==> src/rtl/iam_pkg.sv <==
package iam_pkg;

    localparam int          WORD_W     = 32;
    localparam logic [31:0] ATTR_RESET = 32'h0000_7000;
    localparam logic [31:0] ATTR_WMASK = 32'h3FFF_7FF7;
    localparam int          SLOT_SHIFT = 10;
    localparam logic [9:0]  SLOT_OFS   = 10'h100;

    localparam logic [3:0] SEL_SYS         = 4'd0;
    localparam logic [3:0] SEL_COH_ALLOC   = 4'd14;
    localparam logic [3:0] SEL_COH_NOALLOC = 4'd15;

    typedef enum logic [1:0] {
        AT_PHYS     = 2'd0,
        AT_INTER    = 2'd1,
        AT_VIRT     = 2'd2,
        AT_PHYS_COH = 2'd3
    } addr_type_e;

    typedef enum logic {
        ROUTE_SYS = 1'b0,
        ROUTE_COH = 1'b1
    } route_e;

    typedef struct packed {
        addr_type_e  atype;
        logic [11:0] vid;
        logic [2:0]  prio;
        logic [3:0]  sel;
        logic [3:0]  oid;
        logic [2:0]  qos;
    } attr_t;

    typedef struct packed {
        route_e route;
        logic   alloc;
        logic   illegal;
    } steer_t;

    function automatic attr_t word_to_attr(input logic [31:0] w);
        attr_t a;
        a.atype = addr_type_e'(w[29:28]);
        a.vid   = w[27:16];
        a.prio  = w[14:12];
        a.sel   = w[11:8];
        a.oid   = w[7:4];
        a.qos   = w[2:0];
        return a;
    endfunction

    function automatic steer_t decide(input logic [3:0] sel, input logic is_wr);
        steer_t s;
        s.route   = ROUTE_SYS;
        s.alloc   = 1'b0;
        s.illegal = 1'b0;
        unique case (sel)
            SEL_SYS: ;
            SEL_COH_ALLOC: begin
                s.route = ROUTE_COH;
                s.alloc = is_wr;
            end
            SEL_COH_NOALLOC: s.route = ROUTE_COH;
            default: s.illegal = 1'b1;
        endcase
        return s;
    endfunction

endpackage

==> src/rtl/iam_regbank.sv <==
module iam_regbank
    import iam_pkg::*;
#(
    parameter int NUM_PORTS = 4,
    parameter int ADDR_W    = 16,
    parameter int PORT_W    = 2
) (
    input  logic                 clk,
    input  logic                 rst,
    input  logic                 reg_en,
    input  logic                 reg_we,
    input  logic [ADDR_W-1:0]    reg_addr,
    input  logic [WORD_W-1:0]    reg_wdata,
    output logic                 rsp_valid,
    output logic [WORD_W-1:0]    rsp_rdata,
    output logic                 rsp_err,
    input  logic [NUM_PORTS-1:0] err_set,
    output logic [NUM_PORTS-1:0] stat_o,
    output attr_t [NUM_PORTS-1:0] attr_o
);

    localparam int IDX_W = ADDR_W - SLOT_SHIFT;

    logic [IDX_W-1:0]     slot;
    logic                 hit_port;
    logic                 hit_stat;
    logic [PORT_W-1:0]    pidx;
    logic [WORD_W-1:0]    words [NUM_PORTS];
    logic [NUM_PORTS-1:0] stat_q;
    logic [NUM_PORTS-1:0] clr;
    logic [WORD_W-1:0]    rdata_c;
    logic                 rsp_was_port;

    always_comb begin
        slot     = reg_addr[ADDR_W-1:SLOT_SHIFT];
        hit_port = (reg_addr[SLOT_SHIFT-1:0] == SLOT_OFS) && (slot < IDX_W'(NUM_PORTS));
        hit_stat = (reg_addr == '0);
        pidx     = slot[PORT_W-1:0];
        clr      = (reg_en && reg_we && hit_stat) ? reg_wdata[NUM_PORTS-1:0] : '0;
    end

    for (genvar g = 0; g < NUM_PORTS; g++) begin : g_port
        always_ff @(posedge clk) begin
            if (rst) begin
                words[g] <= ATTR_RESET;
            end else if (reg_en && reg_we && hit_port && pidx == PORT_W'(g)) begin
                words[g] <= reg_wdata & ATTR_WMASK;
            end
        end
        assign attr_o[g] = word_to_attr(words[g]);


        sticky_hold_chk: assert property (@(posedge clk) disable iff (rst)
            (stat_q[g] && !clr[g]) |=> stat_q[g]);
    end

    always_ff @(posedge clk) begin
        if (rst) stat_q <= '0;
        else     stat_q <= (stat_q & ~clr) | err_set;
    end
    assign stat_o = stat_q;

    always_comb begin
        rdata_c = '0;
        if (hit_port)      rdata_c = words[pidx];
        else if (hit_stat) rdata_c = WORD_W'(stat_q);
    end

    always_ff @(posedge clk) begin
        if (rst) begin
            rsp_valid    <= 1'b0;
            rsp_rdata    <= '0;
            rsp_err      <= 1'b0;
            rsp_was_port <= 1'b0;
        end else begin
            rsp_valid    <= reg_en;
            rsp_rdata    <= reg_en ? rdata_c : '0;
            rsp_err      <= reg_en && !hit_port && !hit_stat;
            rsp_was_port <= reg_en && hit_port;
        end
    end


    err_zero_chk: assert property (@(posedge clk) disable iff (rst)
        (rsp_valid && rsp_err) |-> (rsp_rdata == '0));


    rsp_timing_chk: assert property (@(posedge clk) disable iff (rst)
        reg_en |=> rsp_valid);


    reserved_zero_chk: assert property (@(posedge clk) disable iff (rst)
        (rsp_valid && rsp_was_port) |-> ((rsp_rdata & ~ATTR_WMASK) == '0));

endmodule

==> src/rtl/iam_slice.sv <==
module iam_slice
    import iam_pkg::*;
#(
    parameter int ADDR_W = 32,
    parameter int PORT_W = 2
) (
    input  logic              clk,
    input  logic              rst,
    input  logic              in_valid,
    output logic              in_ready,
    input  logic [PORT_W-1:0] in_port,
    input  logic [ADDR_W-1:0] in_addr,
    input  logic              in_write,
    input  attr_t             in_attr,
    input  steer_t            in_steer,
    output logic              out_valid,
    input  logic              out_ready,
    output logic [PORT_W-1:0] out_port,
    output logic [ADDR_W-1:0] out_addr,
    output logic              out_write,
    output attr_t             out_attr,
    output steer_t            out_steer
);

    logic take;

    assign in_ready = !out_valid || out_ready;
    assign take     = in_valid && in_ready;

    always_ff @(posedge clk) begin
        if (rst) begin
            out_valid <= 1'b0;
            out_port  <= '0;
            out_addr  <= '0;
            out_write <= 1'b0;
            out_attr  <= word_to_attr(ATTR_RESET);
            out_steer <= '0;
        end else begin
            if (take) begin
                out_valid <= 1'b1;
                out_port  <= in_port;
                out_addr  <= in_addr;
                out_write <= in_write;
                out_attr  <= in_attr;
                out_steer <= in_steer;
            end else if (out_ready) begin
                out_valid <= 1'b0;
            end
        end
    end


    stall_hold_chk: assert property (@(posedge clk) disable iff (rst)
        (out_valid && !out_ready) |=> (out_valid && $stable(out_addr) && $stable(out_port)
            && $stable(out_attr) && $stable(out_steer) && $stable(out_write)));


    alloc_write_chk: assert property (@(posedge clk) disable iff (rst)
        (out_valid && out_steer.alloc) |-> (out_steer.route == ROUTE_COH && out_write
            && out_attr.sel == SEL_COH_ALLOC));


    coh_sel_chk: assert property (@(posedge clk) disable iff (rst)
        (out_valid && out_steer.route == ROUTE_COH) |-> (out_attr.sel[3:1] == 3'b111));

endmodule

==> src/rtl/attr_route_mapper.sv <==
module attr_route_mapper
    import iam_pkg::*;
#(
    parameter int NUM_INIT   = 2,
    parameter int REQ_ADDR_W = 32,
    parameter int REG_ADDR_W = 16,
    localparam int NUM_PORTS = 2 * NUM_INIT,
    localparam int PORT_W    = (NUM_PORTS > 1) ? $clog2(NUM_PORTS) : 1
) (
    input  logic                  clk,
    input  logic                  rst,
    input  logic                  reg_en,
    input  logic                  reg_we,
    input  logic [REG_ADDR_W-1:0] reg_addr,
    input  logic [31:0]           reg_wdata,
    output logic                  rsp_valid,
    output logic [31:0]           rsp_rdata,
    output logic                  rsp_err,
    input  logic                  req_valid,
    output logic                  req_ready,
    input  logic [PORT_W-1:0]     req_port,
    input  logic [REQ_ADDR_W-1:0] req_addr,
    output logic                  out_valid,
    input  logic                  out_ready,
    output logic [PORT_W-1:0]     out_port,
    output logic [REQ_ADDR_W-1:0] out_addr,
    output logic                  out_write,
    output logic                  out_coh,
    output logic                  out_alloc,
    output logic [1:0]            out_atype,
    output logic [11:0]           out_vid,
    output logic [2:0]            out_prio,
    output logic [3:0]            out_sel,
    output logic [3:0]            out_oid,
    output logic [2:0]            out_qos
);

    attr_t [NUM_PORTS-1:0] attr_bank;
    logic  [NUM_PORTS-1:0] stat;
    logic  [NUM_PORTS-1:0] err_set;
    attr_t                 cur_attr;
    steer_t                cur_steer;
    logic                  is_wr;
    logic                  accept;
    attr_t                 o_attr;
    steer_t                o_steer;

    iam_regbank #(
        .NUM_PORTS(NUM_PORTS),
        .ADDR_W   (REG_ADDR_W),
        .PORT_W   (PORT_W)
    ) u_regs (
        .clk      (clk),
        .rst      (rst),
        .reg_en   (reg_en),
        .reg_we   (reg_we),
        .reg_addr (reg_addr),
        .reg_wdata(reg_wdata),
        .rsp_valid(rsp_valid),
        .rsp_rdata(rsp_rdata),
        .rsp_err  (rsp_err),
        .err_set  (err_set),
        .stat_o   (stat),
        .attr_o   (attr_bank)
    );

    always_comb begin
        cur_attr = word_to_attr(ATTR_RESET);
        for (int p = 0; p < NUM_PORTS; p++) begin
            if (req_port == PORT_W'(p)) cur_attr = attr_bank[p];
        end
        is_wr     = req_port[0];
        cur_steer = decide(cur_attr.sel, is_wr);
        accept    = req_valid && req_ready;
    end

    for (genvar g = 0; g < NUM_PORTS; g++) begin : g_err
        assign err_set[g] = accept && cur_steer.illegal && (req_port == PORT_W'(g));
    end

    iam_slice #(
        .ADDR_W(REQ_ADDR_W),
        .PORT_W(PORT_W)
    ) u_slice (
        .clk      (clk),
        .rst      (rst),
        .in_valid (req_valid),
        .in_ready (req_ready),
        .in_port  (req_port),
        .in_addr  (req_addr),
        .in_write (is_wr),
        .in_attr  (cur_attr),
        .in_steer (cur_steer),
        .out_valid(out_valid),
        .out_ready(out_ready),
        .out_port (out_port),
        .out_addr (out_addr),
        .out_write(out_write),
        .out_attr (o_attr),
        .out_steer(o_steer)
    );

    assign out_coh   = (o_steer.route == ROUTE_COH);
    assign out_alloc = o_steer.alloc;
    assign out_atype = o_attr.atype;
    assign out_vid   = o_attr.vid;
    assign out_prio  = o_attr.prio;
    assign out_sel   = o_attr.sel;
    assign out_oid   = o_attr.oid;
    assign out_qos   = o_attr.qos;


    illegal_flag_chk: assert property (@(posedge clk) disable iff (rst)
        (accept && cur_steer.illegal) |=> stat[$past(req_port)]);


    illegal_route_chk: assert property (@(posedge clk) disable iff (rst)
        (out_valid && o_steer.illegal) |-> (!out_coh && !out_alloc));


    read_noalloc_chk: assert property (@(posedge clk) disable iff (rst)
        (out_valid && !out_write) |-> !out_alloc);

endmodule

==> config.mk <==
export PLATFORM = sky130hd
export DESIGN_NAME = attr_route_mapper
export DESIGN_NICKNAME = d
export VERILOG_FILES = /design/src/rtl/iam_pkg.sv /design/src/rtl/iam_regbank.sv /design/src/rtl/iam_slice.sv /design/src/rtl/attr_route_mapper.sv
export SDC_FILE = /design/constraint.sdc
export NUM_CORES = 1
export LEC_CHECK = 0
export ABC_AREA = 1
export BUFFER_PORTS_ARGS = -buffer_cell sky130_fd_sc_hd__buf_4
export CAP_MARGIN = 20
export CORE_MARGIN = 2
export CORE_UTILIZATION = 46
export DETAILED_ROUTE_END_ITERATION = 8
export PLACE_DENSITY = 0.68
export SYNTH_ARGS = -nofsm -noshare
export SYNTH_HDL_FRONTEND = slang
export SYNTH_HIERARCHICAL = 1
export SYNTH_SLANG_ARGS = --single-unit
==> constraint.sdc <==
create_clock -name clk -period 3 [get_ports clk]
set_clock_uncertainty 0.2 [all_clocks]
set_input_delay 0.6 -clock clk [delete_from_list [all_inputs] [get_ports clk]]
set_output_delay 0.6 -clock clk [all_outputs]
set_load 0.03 [all_outputs]
==> impl_metrics.json <==
{
  "totalPowerFinal_w": 0.00698,
  "syn-cell-area_um2": 9820,
  "leakagePower_nw": 5.47,
  "min_path_cells": 2,
  "grt_start_max_net_pins": 90,
  "dp_hpwl_um": 16500,
  "fillers": 1909,
  "vdd_drop_max_v": 0.000390,
  "end_kind": "primary output",
  "relSlewSlack": 0.508,
  "design_area_um2": 12000,
  "dpl.cell_count": 1560,
  "postCtsSetupRepairBufs": 0,
  "nNetsFinal": 1399,
  "num_vias": 8245,
  "fin_crit_sh": 0.699,
  "tightest_slew_ns": 0.737,
  "clock_latency_ns": 0.52,
  "reg2reg_depth": 5,
  "io_buffers": 182,
  "io_pins": 189,
  "syn_to_final_growth_pct": 22.0,
  "cts_tree": "built",
  "rows": 53,
  "yosysWarnings": 6,
  "grt_pass1_vias": 7708,
  "antenna_found_initial": 0,
  "fin_cells": 1604,
  "rsz0062_at_grt": "no",
  "track_usage": 0.224,
  "pwr_density_cell_nw_per_um2": 582,
  "arrival_ns": 1.30,
  "drcViolationCount": 0,
  "start_util": 0.469,
  "postRouteAntennaNets": 0,
  "avgSynthCellArea_um2": 8.54,
  "path_class": "reg -> out",
  "die_area_um2": 22500,
  "cts_resized": 0,
  "drv_slew": 0,
  "worstPathMaxFanout": 22,
  "cts_buffers": 24,
  "setup_tns_ns": 0,
  "drive_above_1_share": 0.218,
  "cts.clk_slew.worst_paths_ns": 0.06,
  "postCtsHoldBufs": 0,
  "layout.area.seq_um2": 5390,
  "timing.fmax_mhz": 477,
  "crit_path_start_kind": "register",
  "die_w_um": 150,
  "die-height_um": 150,
  "grt_overflow": 0,
  "cts_root_buf": "clkbuf_16",
  "diodes": 0,
  "drt_pass1_iterations": 5,
  "hp-class": "in -> reg",
  "cts_sinks": 213,
  "drtIter0Drc": 533,
  "finalSetupViolations": 0,
  "clockBufferDepth": 3,
  "placed_area_um2": 11200,
  "min_period_ns": 2.10,
  "grt_pass1_wl_um": 39300,
  "post_drt_wl_per_cell_um": 16.1,
  "required_ns": 2.20,
  "synthCells": 1150,
  "core_um2": 21000,
  "routed_wl_um": 25900,
  "place_congestion": 0.844,
  "finalHoldViolCount": 0,
  "multi_input_area_um2": 3450,
  "holdWs_ns": 0.162,
  "outcome": "finished, final reports clean",
  "max_cap_violations": 0,
  "htreeDepth": 1,
  "vias_per_cell": 5.14
}
## worst max-delay path: stages, from the launching register on
cell,delay (ns)
dfxtp_1,0.38
nand2_4,0.17
buf_4,0.22
## registers in the layout (all words and copies together) (netlist names)
register,flops
u_regs/rsp_err,1
u_regs/rsp_rdata,29
u_regs/rsp_valid,1
u_regs/stat_o,4
u_regs/words,112
u_slice/out_addr,32
u_slice/out_attr,28
u_slice/out_port,2
u_slice/out_steer,2
u_slice/out_valid,1
u_slice/out_write,1
## path summary, 6_finish.rpt
path	from	slack [ns]	end
worst max-delay path	u_slice/out_valid$_SDFFE_PP0P_	0.90	req_ready
worst min-delay path	rst	0.16	u_regs/stat_o[3]$_SDFF_PP0_
worst max register to register	u_slice/out_valid$_SDFFE_PP0P_	1.29	u_slice/out_addr[11]$_SDFFE_PP0P_
worst min register to register	u_regs/stat_o[3]$_SDFF_PP0_	0.25	u_regs/rsp_rdata[3]$_SDFF_PP0_
## routing by layer
layer,vias to the layer above,wire length [µm],global-route usage
met5,-,0,0
met4,0,679,0.0958
met3,55,2430,0.0370
met2,396,12100,0.365
met1,3739,10700,0.298
li1,4055,-,-
## power by group
group | switching, W | internal, W
Combinational | 0.000601 | 0.000336
Clock | 0.00114 | 0.00160
Sequential | 0.0000811 | 0.00322
Total | 0.00182 | 0.00515
## cell usage in the layout (no fill, tap or decap), types with 2 or more instances in the layout
cell type   count
nor2_2          7
nor2_1        188
dfxtp_1       101
o21ai_0         6
a21oi_2        10
conb_1          3
inv_1         109
buf_12          3
a22oi_1        30
nand2_1       286
nand4_4         4
nor2_4          4
clkbuf_16      24
nor3_1          2
clkinv_2        6
nand3_2         2
clkinvlp_2      2
nand4_2         3
clkinv_1        4
buf_4         205
a21oi_1        82
nand2_2         3
nand4_1        31
nand3_1        81
clkinv_8        2
clkbuf_8        2
nand2_4         2
clkbuf_1        3
inv_2           8
edfxtp_1      112
## per-stage QoR
step                setup slack (ns)   util
floorplan                      0.535      -
global placement               0.515  0.536
detailed placement             0.495  0.536
CTS                            0.881  0.572
global route                   0.823  0.572
finish                         0.903  0.572
## area by class of cell
type | count | area share
clock inverters | 15 | 0.00909
multi-input cells | 746 | 0.288
flip-flops and latches | 213 | 0.450
well taps | 275 | 0.0287
clock buffers | 29 | 0.0534
inverters | 118 | 0.0380
repair buffers | 208 | 0.133
(Power assumes the default switching activity.)
